<file path="src/rtl/nvm_ctl.sv">
module nvm_ctl #(
  parameter int ADDR_W      = 6,
  parameter int DATA_W      = 8,
  parameter int ROW_W       = 2,
  parameter int PROG_CYCLES = 8
) (
  input  logic              clk,
  input  logic              por_n,
  input  logic              wrst_n,
  input  logic              reg_we,
  input  logic [7:0]        reg_wdata,
  output logic [7:0]        reg_rdata,
  input  logic [ADDR_W-1:0] addr,
  input  logic [DATA_W-1:0] wdata,
  output logic [DATA_W-1:0] rdata,
  output logic              busy
);
  localparam int DEPTH     = 1 << ADDR_W;
  localparam int ROW_WORDS = 1 << ROW_W;
  localparam int CW        = $clog2(PROG_CYCLES) + 1;

  logic              sel_prog, sel_cfg, erase, err, wen, wr, rd;
  logic [CW-1:0]     cnt;
  logic [ADDR_W-1:0] lat_addr;
  logic [DATA_W-1:0] lat_data;
  logic [DATA_W-1:0] mem [DEPTH];

  wire done     = wr && cnt == '0;
  wire commit   = done && por_n && wrst_n;
  wire go_write = reg_we && reg_wdata[1] && !wr && wen;
  wire bad_wr   = reg_we && reg_wdata[1] && !wr && !wen;
  wire go_read  = reg_we && reg_wdata[0] && !wr && !rd && !sel_prog && !sel_cfg;

  assign reg_rdata = {sel_prog, sel_cfg, 1'b0, erase, err, wen, wr, rd};
  assign busy      = wr;

  always_ff @(posedge clk) begin
    if (!por_n) begin
      {sel_prog, sel_cfg, erase, err, wen, wr, rd} <= '0;
      cnt   <= '0;
      rdata <= '0;
    end else if (!wrst_n) begin
      if (wr) err <= 1'b1;
      erase <= 1'b0;
      wen   <= 1'b0;
      wr    <= 1'b0;
      rd    <= 1'b0;
      cnt   <= '0;
    end else begin
      if (rd) begin
        rdata <= mem[addr];
        rd    <= 1'b0;
      end
      if (reg_we) begin
        wen <= reg_wdata[2];
        err <= reg_wdata[3];
        if (!wr) begin
          sel_prog <= reg_wdata[7];
          sel_cfg  <= reg_wdata[6];
          erase    <= reg_wdata[4];
        end
      end
      if (go_read) rd <= 1'b1;
      if (bad_wr) err <= 1'b1;
      if (go_write) begin
        wr       <= 1'b1;
        cnt      <= CW'(PROG_CYCLES - 1);
        lat_addr <= addr;
        lat_data <= wdata;
      end
      if (wr && !done) cnt <= cnt - 1'b1;
      if (done) begin
        wr    <= 1'b0;
        err   <= 1'b0;
        erase <= 1'b0;
      end
    end
  end

  always_ff @(posedge clk) begin
    if (commit) begin
      if (erase) begin
        for (int i = 0; i < ROW_WORDS; i++)
          mem[{lat_addr[ADDR_W-1:ROW_W], ROW_W'(i)}] <= '1;
      end else begin
        mem[lat_addr] <= lat_data;
      end
    end
  end


  start_needs_wen_chk: assert property (@(posedge clk) disable iff (!por_n || !wrst_n)
    $rose(wr) |-> $past(wen));


  read_one_clock_chk: assert property (@(posedge clk) disable iff (!por_n || !wrst_n)
    rd |=> !rd);


  read_refused_chk: assert property (@(posedge clk) disable iff (!por_n || !wrst_n)
    $rose(rd) |-> (!$past(sel_prog) && !$past(sel_cfg) && !$past(wr)));


  erase_self_clear_chk: assert property (@(posedge clk) disable iff (!por_n || !wrst_n)
    (done && erase) |=> !erase);


  done_clears_err_chk: assert property (@(posedge clk) disable iff (!por_n || !wrst_n)
    done |=> (!err && !wr));


  warm_abort_chk: assert property (@(posedge clk) disable iff (!por_n)
    (!wrst_n && wr) |=> (err && !wr && !busy));


  improper_flag_chk: assert property (@(posedge clk) disable iff (!por_n || !wrst_n)
    bad_wr |=> (err && !wr));
endmodule

</file>
<file path="config.mk">
export PLATFORM = sky130hd
export DESIGN_NAME = nvm_ctl
export DESIGN_NICKNAME = d
export VERILOG_FILES = /design/src/rtl/nvm_ctl.sv
export SDC_FILE = /design/constraint.sdc
export NUM_CORES = 1
export LEC_CHECK = 0
export ABC_AREA = 1
export ABC_CLOCK_PERIOD_IN_PS = 2900
export BUFFER_PORTS_ARGS = -buffer_cell sky130_fd_sc_hd__clkbuf_2
export CAP_MARGIN = 25
export CORE_MARGIN = 8
export CORE_UTILIZATION = 30
export DETAILED_ROUTE_END_ITERATION = 10
export SLEW_MARGIN = 20
export SYNTH_ARGS = -nofsm -noshare
export SYNTH_HDL_FRONTEND = slang
export SYNTH_SLANG_ARGS = --single-unit
</file>
<file path="constraint.sdc">
create_clock -name clk -period 2.9 [get_ports clk]
set_clock_uncertainty 0.15 [all_clocks]
set_input_delay 0.435 -clock clk [delete_from_list [all_inputs] [get_ports clk]]
set_output_delay 0.435 -clock clk [all_outputs]
set_load 0.1 [all_outputs]
</file>
Yosys cells after proc, flatten, opt, wreduce, memory -nomap -nowiden
Memories as Yosys holds them, arrays and structs flattened. A register that Yosys moved wholly into a read port is not among the register bits. Index checks and enable logic that the tools add are counted.

Add/subtract/negate cells: 1. Reductions and logical operators: 31. Eq/ne operators: 1. Bitwise gates (word level): 3. Multiplexer cells: 17.

Operator list (number): $logic_and 1x1->1 (13); $mux 1 (13); $mux 4 (2); $mux 8 (1); $reduce_and 2->1 (4); $reduce_or 8->1 (1); $logic_not 1->1 (7); $mux 6 (1); $reduce_and 3->1 (2); $logic_not 4->1 (1); $ne 4x1->1 const B (1); $reduce_bool 2->1 (2); $sub 4x1->4 const B (1); $not 1->1 (3); $reduce_or 3->1 (1).

Memories kept: 1. Register bits: 25. Word-level logic and storage cells: 64. RAM bits: 512.

Memory list: mem (words 64, bits a word 8, rd ports 1, clocked after memory_dff 1, wr ports 4, line 26) `logic [DATA_W-1:0] mem [DEPTH];`.

Depth between registers and ports, before layout
Gate-level depths: netlist (run 1).

Depth after elaboration: 8. Gate-level depth with buffers: 14.

Worst setup path after synthesis (run 1)
No wires, ideal clock.

Path type: reg2reg. Start point: register wr (netlist: busy). End point: memory mem[1][0] (enable). Buffers on the path: 1. Stages on the path, launching flop included: 8. Arrival time: 2640 ps. Clock period less this slack: 3174 ps. Path slack: -274 ps. Library setup time: 384 ps. Path through: dfxtp_1 nand4_1 nor3_2 nand2_1 nor2_1 inv_2 buf_2 o21ai_0.

RTL lines: start: declaration (line 22) `logic sel_prog, sel_cfg, erase, err, wen, wr, rd;`; start signal: assignment (line 39) `{sel_prog, sel_cfg, erase, err, wen, wr, rd} <= '0;`; start signal: assignment (line 46) `wr <= 1'b0;`; start signal: assignment (line 66) `wr <= 1'b1;`; end: declaration (line 26).

==> reports/metrics.yaml, run 1 <==
ys_warn_count: 0
syn_nets: 2626
die_width_um: 304
antenna_found_initial: 2
remaining_drc_errors: 0
drtPass1Iterations: 5
ys_types: 28
hold_buffers: 19
crit_buf_inv: 3
busiest_layer: "met2"
finalMaxSlewViolations: 0
worstSetupEndpointType: "register"
nets: 2713
finalPower_mw: 16.4
gr-usage-met2_pct: 22.3
n_fill_cell: 8198
final.setup.tns_ps: 0
yosysTopAreaCellShare_pct: 63.4
cts.clk_slew.worst_paths_ps: 60
grt_first_pass_wirelength_um: 104000
clock_path_buffers: 3
cts_buffers: 57
drive_gt1_share_pct: 11.8
ff_latch_area_um2: 16200
cts_setup_buffers: 0
dieArea_um2: 92500
path_delay_family: "simple AND/OR/NAND/NOR gates"
ys_ff_latch: 545
path_max_fanout: 5
gp_congestion: 0.841
tightest_slew_ps: 666
synth_cells: 2598
slew_headroom_pct: 55.6
status: "complete, no violations"
die_y_um: 304
vdd_ir_drop_max_v: 0.000419
r2r_end: "mem[15][1]"
worstRegToRegCells: 10
syn_avg_cell_area_um2: 9.59
grt_max_degree: 89
worstSetupPathType: "register to register"
arrival_ps: 2810
multi_input_area_um2: 7680
p_leak_nw: 10.6
finalWorstSetupSlack_ps: 266
finalCriticalPeriod_ps: 2630
fp-row-count: 105
utilization_pct: 35.3
ys_seq_area_share_pct: 64.9
gr-usage-met1_pct: 19.5
hold_class: "input pin to register"
wl_um: 67900
crit_slowest_cell: "dfxtp_1"
use_met3_pct: 2.77
worstSetupPathDepth: 10
clock_sinks: 545
vias_per_cell: 4.81
hpwl_um: 41200
ant_nets: 0
cts_tree: "yes"
cts_resized: 0
track_usage_pct: 14.2
initial_utilization_pct: 30.3
reg2reg_from: "cnt[0]"
cts-root-buf: "clkbuf_16"
critPathMaxStageDelay_ps: 310
cp-start-kind: "register"
core_um2: 82100
power_density_nw_per_um2: 564
grt_pass1_vias: 17500
io_buffers: 40
rsz0062_at_grt: "false"
required_ps: 3080
fmax_mhz: 380
htree_levels: 2
synth_area_leaders: "edfxtp_1 (63%), nand2_1 (17%), nand3_1 (9.6%)"
finalHoldViolations: 0
syn_to_final_growth_pct: 16.5
io_pins: 43
cap_violations: 0
rrSetupSlack_ps: 270
drtIter0Drc: 1670
vias: 18300
clk_latency_ps: 630
synth_area_um2: 24900
place_ws_ps: 325
wire_per_inst_um: 17.9
fin_crit_sh_pct: 90.8
finalSetupViolations: 0
yosysTopAreaCell: "edfxtp_1"
overflow: 0
cp_cell_sequence: "inv_1, ha_1, nand4_1, nor2_1, nand2_1, nor2_1, buf_4, nand3_1, o21ai_0, buf_4"
crit_end: "mem[15][1]"
startpoint: "cnt[0]"
-- cells by family (layout without fill, tap and decap cells) --
logic type      Yosys count  count (layout)  synth area share [%]
compound gates           82              82                  1.68
fa+ha+maj                 2               2                 0.100
buf+inv                 247             379                  4.22
flops                   545             545                  64.9
other cells               1               2                0.0151
simple gates           1721            1721                  29.0
-- worst min path at each step --
stage	start	endpoint	slack, ps	cells after the start
5_1_grt	reg_wdata[3]	err	90	5
3_3_place_gp	sel_cfg	sel_cfg	310	2
4_1_cts	reg_wdata[3]	err	40	5
6_report	reg_wdata[3]	err	70	5
2_1_floorplan	sel_cfg	sel_cfg	290	2
3_5_place_dp	sel_cfg	sel_cfg	320	2
-- per-stage QoR --
| step | cell area (µm²) | hold WS (ps) | cells |
|---|---|---|---|
| finish | 29000 | 74.7 | 3801 |
| global route | 29000 | 93.2 | 3800 |
| global placement | 27000 | 311 | 3677 |
| detailed placement | 27000 | 320 | 3677 |
| CTS | 29000 | 43.9 | 3800 |
| floorplan | 24900 | 294 | 2598 |
-- worst reg2reg max path: cells and delay by family, from the launching register on --
kind	cells	cell delay (ps)
flip-flops	1	310
adder cells (fa/ha/maj)	1	180
AO/OA/AOI/OAI	1	210
buffers and inverters	3	490
AND/OR/NAND/NOR	5	1010
-- layer usage --
layer | up-vias | part of all wire (%)
met3 | 130 | 6.9
met2 | 578 | 45
met1 | 8648 | 45
met5 | - | 0.019
li1 | 8914 | -
met4 | 2 | 3.4
-- state kept, by name, summed over array words and instances (netlist names) --
signal and flops:
err 1, rd 1, busy 1, lat_addr 6
rdata 8, erase 1, sel_prog 1, sel_cfg 1
wen 1, cnt 4, lat_data 8, mem 512
-- cells in the mapped netlist, drive strengths merged --
| master | count |
|---|---|
| a211oi | 1 |
| a21oi | 8 |
| a221oi | 1 |
| a31oi | 2 |
| buf | 92 |
| clkbuf | 91 |
| clkinv | 1 |
| conb | 1 |
| dfxtp | 19 |
| edfxtp | 526 |
| ha | 2 |
| inv | 63 |
| nand2 | 1126 |
| nand3 | 478 |
| nand4 | 1 |
| nor2 | 108 |
| nor3 | 6 |
| o21ai | 70 |
| or2 | 1 |
| or4 | 1 |
-- power breakdown --
part | switching (mW) | internal (mW)
combinational | 0.536 | 0.210
sequential | 0.00781 | 8.51
clock | 3.10 | 4.00
-- cell usage in the layout, fill, tap and decap left out, drive strengths merged --
cell         netlist  routed
inv               63      64
dfxtp             19      19
o21ai             70      70
clkinvlp           0       1
or2                1       1
clkinv             1      25
bufinv             0       3
a221oi             1       1
a21oi              8       8
nand4              1       1
conb               1       1
nor3               6       6
edfxtp           526     526
or4                1       1
clkbuf            91     113
nand2           1126    1126
a31oi              2       2
ha                 2       2
dlygate4sd3        0      19
buf               92     154
nand3            478     478
a211oi             1       1
nor2             108     108
diode              0       1
-- area by class of cell --
cell class	instances	area share, %
sequential	545	55.8
multi-input combinational	1806	26.5
timing repair buffer	211	6.17
clock buffer	75	5.33
tap	1070	4.61
inverter	64	0.854
clock inverter	29	0.789
antenna	1	0.00863
(Power assumes the default switching activity.)
==> run 2: changes to the inputs <==
--- a/config.mk
+++ b/config.mk
@@ -6,7 +6,7 @@
 export NUM_CORES = 1
 export LEC_CHECK = 0
 export ABC_AREA = 1
-export ABC_CLOCK_PERIOD_IN_PS = 2900
+export ABC_CLOCK_PERIOD_IN_PS = 2850
 export BUFFER_PORTS_ARGS = -buffer_cell sky130_fd_sc_hd__clkbuf_2
 export CAP_MARGIN = 25
 export CORE_MARGIN = 8
==> constraint.sdc (replaced) <==
create_clock -name clk -period 2.85 [get_ports clk]
set_clock_uncertainty 0.15 [all_clocks]
set_input_delay 0.4275 -clock clk [delete_from_list [all_inputs] [get_ports clk]]
set_output_delay 0.4275 -clock clk [all_outputs]
set_load 0.1 [all_outputs]
==> run 2 against run 1 <==
- register-to-register slack improved by 60 ps
- global-route usage about the same
- cell area decreased by 0.43%
- largest cell class unchanged
==> reports/metrics.yaml, run 2 (synthesis results as in run 1) <==
status: "complete, no violations"  # unchanged
finalMaxSlewViolations: 0  # unchanged
initial_utilization_pct: 30.3  # unchanged
finalCriticalPeriod_ps: 2530  # was 2630 ps
worstSetupPathType: "register to register"  # unchanged
io_buffers: 40  # unchanged
worstRegToRegCells: 10  # unchanged
p_leak_nw: 10.5  # was 10.6 nW
rrSetupSlack_ps: 320  # was 270 ps
largest_reg_flops: 512  # unchanged
grt_max_degree: 100  # was 89
vias: 18400  # was 18,300
die_width_um: 304  # unchanged
p_clk_share_pct: 41.9  # was 43.4%
final_common_cell: "nand2_1"  # unchanged
vdd_ir_drop_max_v: 0.000478  # was 0.000419 V
cts_buffers: 56  # was 57
worstHoldEndpoint: "busy"  # was err
power_frac_seq_pct: 53.4  # was 52.0%
switching_power_mw: 3.66  # was 3.65 mW
critPathMaxStageDelay_ps: 390  # was 310 ps
final_cell_mix: "nand2_1 (1,125), edfxtp_1 (526), nand3_1 (478), buf_4 (127), nor2_1 (79)"  # was nand2_1 (1,125), edfxtp_1 (526), nand3_1 (478), buf_4 (133), nor2_1 (79)
track_usage_pct: 14.2  # about the same
worstSetupEndpointType: "register"  # unchanged
fin_crit_sh_pct: 88.7  # was 90.8%
htree_levels: 2  # unchanged
clock_sinks: 545  # unchanged
wire_per_inst_um: 17.9  # about the same
die_y_um: 304  # unchanged
finalHoldViolations: 0  # unchanged
path_delay_family: "simple AND/OR/NAND/NOR gates"  # unchanged
slew_headroom_pct: 55.6  # about the same
finalWorstSetupSlack_ps: 322  # was 266 ps
vias_per_cell: 4.86  # was 4.81
syn_to_final_growth_pct: 16.0  # was 16.5%
core_um2: 82100  # unchanged
hold_start: "reg_wdata[1]"  # was reg_wdata[3]
crit_slowest_cell: "nor2_2"  # was dfxtp_1
holdPathStages: 3  # was 5
cp-start-kind: "register"  # unchanged
fmax_mhz: 396  # was 380 MHz
intPower_mw: 12.6  # was 12.7 mW
largest_register: "mem"  # unchanged
grt_pass1_vias: 17500  # about the same
tightest_slew_ps: 664  # was 666 ps
required_ps: 3030  # was 3080 ps
wl_um: 68000  # was 67,900 µm
p_sw_share_pct: 22.6  # was 22.3%
cp_cell_sequence: "inv_1, ha_1, nand4_1, nor3_2, buf_4, nand2_1, nor2_1, inv_2, nor2_2, nand2_1"  # was inv_1, ha_1, nand4_1, nor2_1, nand2_1, nor2_1, buf_4, nand3_1, o21ai_0, buf_4
rsz0062_at_grt: "false"  # unchanged
n_fill_cell: 8203  # was 8,198
hold_class: "input pin to register"  # unchanged
drtIter0Drc: 1609  # was 1,670
place_ws_ps: 331  # was 325 ps
cts-root-buf: "clkbuf_16"  # unchanged
io_pins: 43  # unchanged
final.setup.tns_ps: 0  # unchanged
ant_nets: 0  # unchanged
power_density_nw_per_um2: 561  # was 564 nW/µm²
drtPass1Iterations: 9  # was 5
arrival_ps: 2710  # was 2810 ps
antenna_found_initial: 3  # was 2
reg_top3: "mem (512), lat_data (8), rdata (8)"  # unchanged
cts_tree: "yes"  # unchanged
grt_first_pass_wirelength_um: 104000  # about the same
crit_top_cell: "nand2_1"
fp-row-count: 105  # unchanged
gp_congestion: 0.837  # was 0.841
drive_gt1_share_pct: 11.9  # was 11.8%
clk_latency_ps: 610  # was 630 ps
ff_latch_area_um2: 16200  # unchanged
remaining_drc_errors: 0  # unchanged
crit_buf_inv: 3  # unchanged
p_comb_share_pct: 4.7  # was 4.6%
clock_path_buffers: 3  # unchanged
multi_input_area_um2: 7680  # unchanged
overflow: 0  # unchanged
dieArea_um2: 92500  # unchanged
hpwl_um: 41100  # was 41,200 µm
finalSetupViolations: 0  # unchanged
cts.clk_slew.worst_paths_ps: 60  # about the same
path_max_fanout: 16  # was 5
reg2reg_from: "cnt[0]"  # unchanged
cap_violations: 0  # unchanged
nets: 2706  # was 2,713
r2r_end: "mem[24][4]"  # was mem[15][1]
run 2: cell types whose count changed in the layout (fill, tap and decap cells not counted):
cell | before | now
clkinv_4 | 1 | 3
clkinvlp_4 | 1 | 4
clkbuf_8 | 3 | 0
buf_4 | 133 | 127
dlygate4sd3_1 | 19 | 17
clkbuf_16 | 58 | 56
clkinv_1 | 11 | 12
inv_6 | 2 | 3
clkinv_2 | 12 | 19
buf_12 | 20 | 22
diode_2 | 1 | 2
bufinv_16 | 3 | 1
clkbuf_1 | 14 | 4
run 2: how the worst max path moves through the flow:
stage	depth (start not counted)	from	to
2_1_floorplan	7	busy	mem[1][0]
3_3_place_gp	10	cnt[0]	mem[24][6]
3_5_place_dp	10	cnt[0]	mem[32][4]
4_1_cts	10	cnt[0]	mem[0][1]
5_1_grt	10	cnt[0]	mem[10][0]
6_report	10	cnt[0]	mem[24][4]
run 2: layout make-up:
cell class,count,area share [%]
diodes,2,0.0173
clock inverters,41,0.888
flip-flops and latches,545,56.0
inverters,64,0.858
repair buffers,205,6.11
well taps,1070,4.63
clock buffers,60,4.90
multi-input cells,1806,26.6
run 2: worst register-to-register path, cell delays in order, from the launching register on:
cell and delay (ps):
dfxtp_1 310, inv_1 110, ha_1 180, nand4_1 200, nor3_2 160, buf_4 160, nand2_1 110, nor2_1 130
inv_2 270, nor2_2 400, nand2_1 100
run 2: timing repair:
| item | CTS | global route |
|---|---|---|
| resized for setup | 0 | 0 |
| hold endpoints to repair | 14 | 0 |
| hold buffers | 17 | 0 |
| setup buffers | 0 | 0 |
run 2: per-stage QoR:
step	utilization (%)	total power [mW]	cell area [µm²]	std cells	hold slack [ps]
after CTS	35.2	16.3	28900	3791	4.53
final	35.2	16.2	28900	3793	54.4
after floorplan	-	9.32	24900	2598	294
after global placement	32.9	9.57	27000	3673	312
after global routing	35.2	16.7	28900	3791	71.3
after detailed placement	32.9	9.57	27000	3673	317
run 2: routing by layer:
| layer | up-vias | GRT usage, % | share of wire (%) |
|---|---|---|---|
| li1 | 8895 | - | - |
| met3 | 118 | 2.73 | 8.1 |
| met1 | 8750 | 19.7 | 44 |
| met5 | - | 0 | 0 |
| met4 | 0 | 4.29 | 2.6 |
| met2 | 654 | 22.4 | 46 |
run 2: power by group through the flow:
stage,Sequential [mW],Clock (mW),Combinational [mW]
floorplan,8.85,0,0.470
global placement,8.83,0,0.735
detailed placement,8.83,0,0.737
CTS,8.66,6.90,0.757
global route,8.66,7.20,0.818
finish,8.66,6.78,0.762
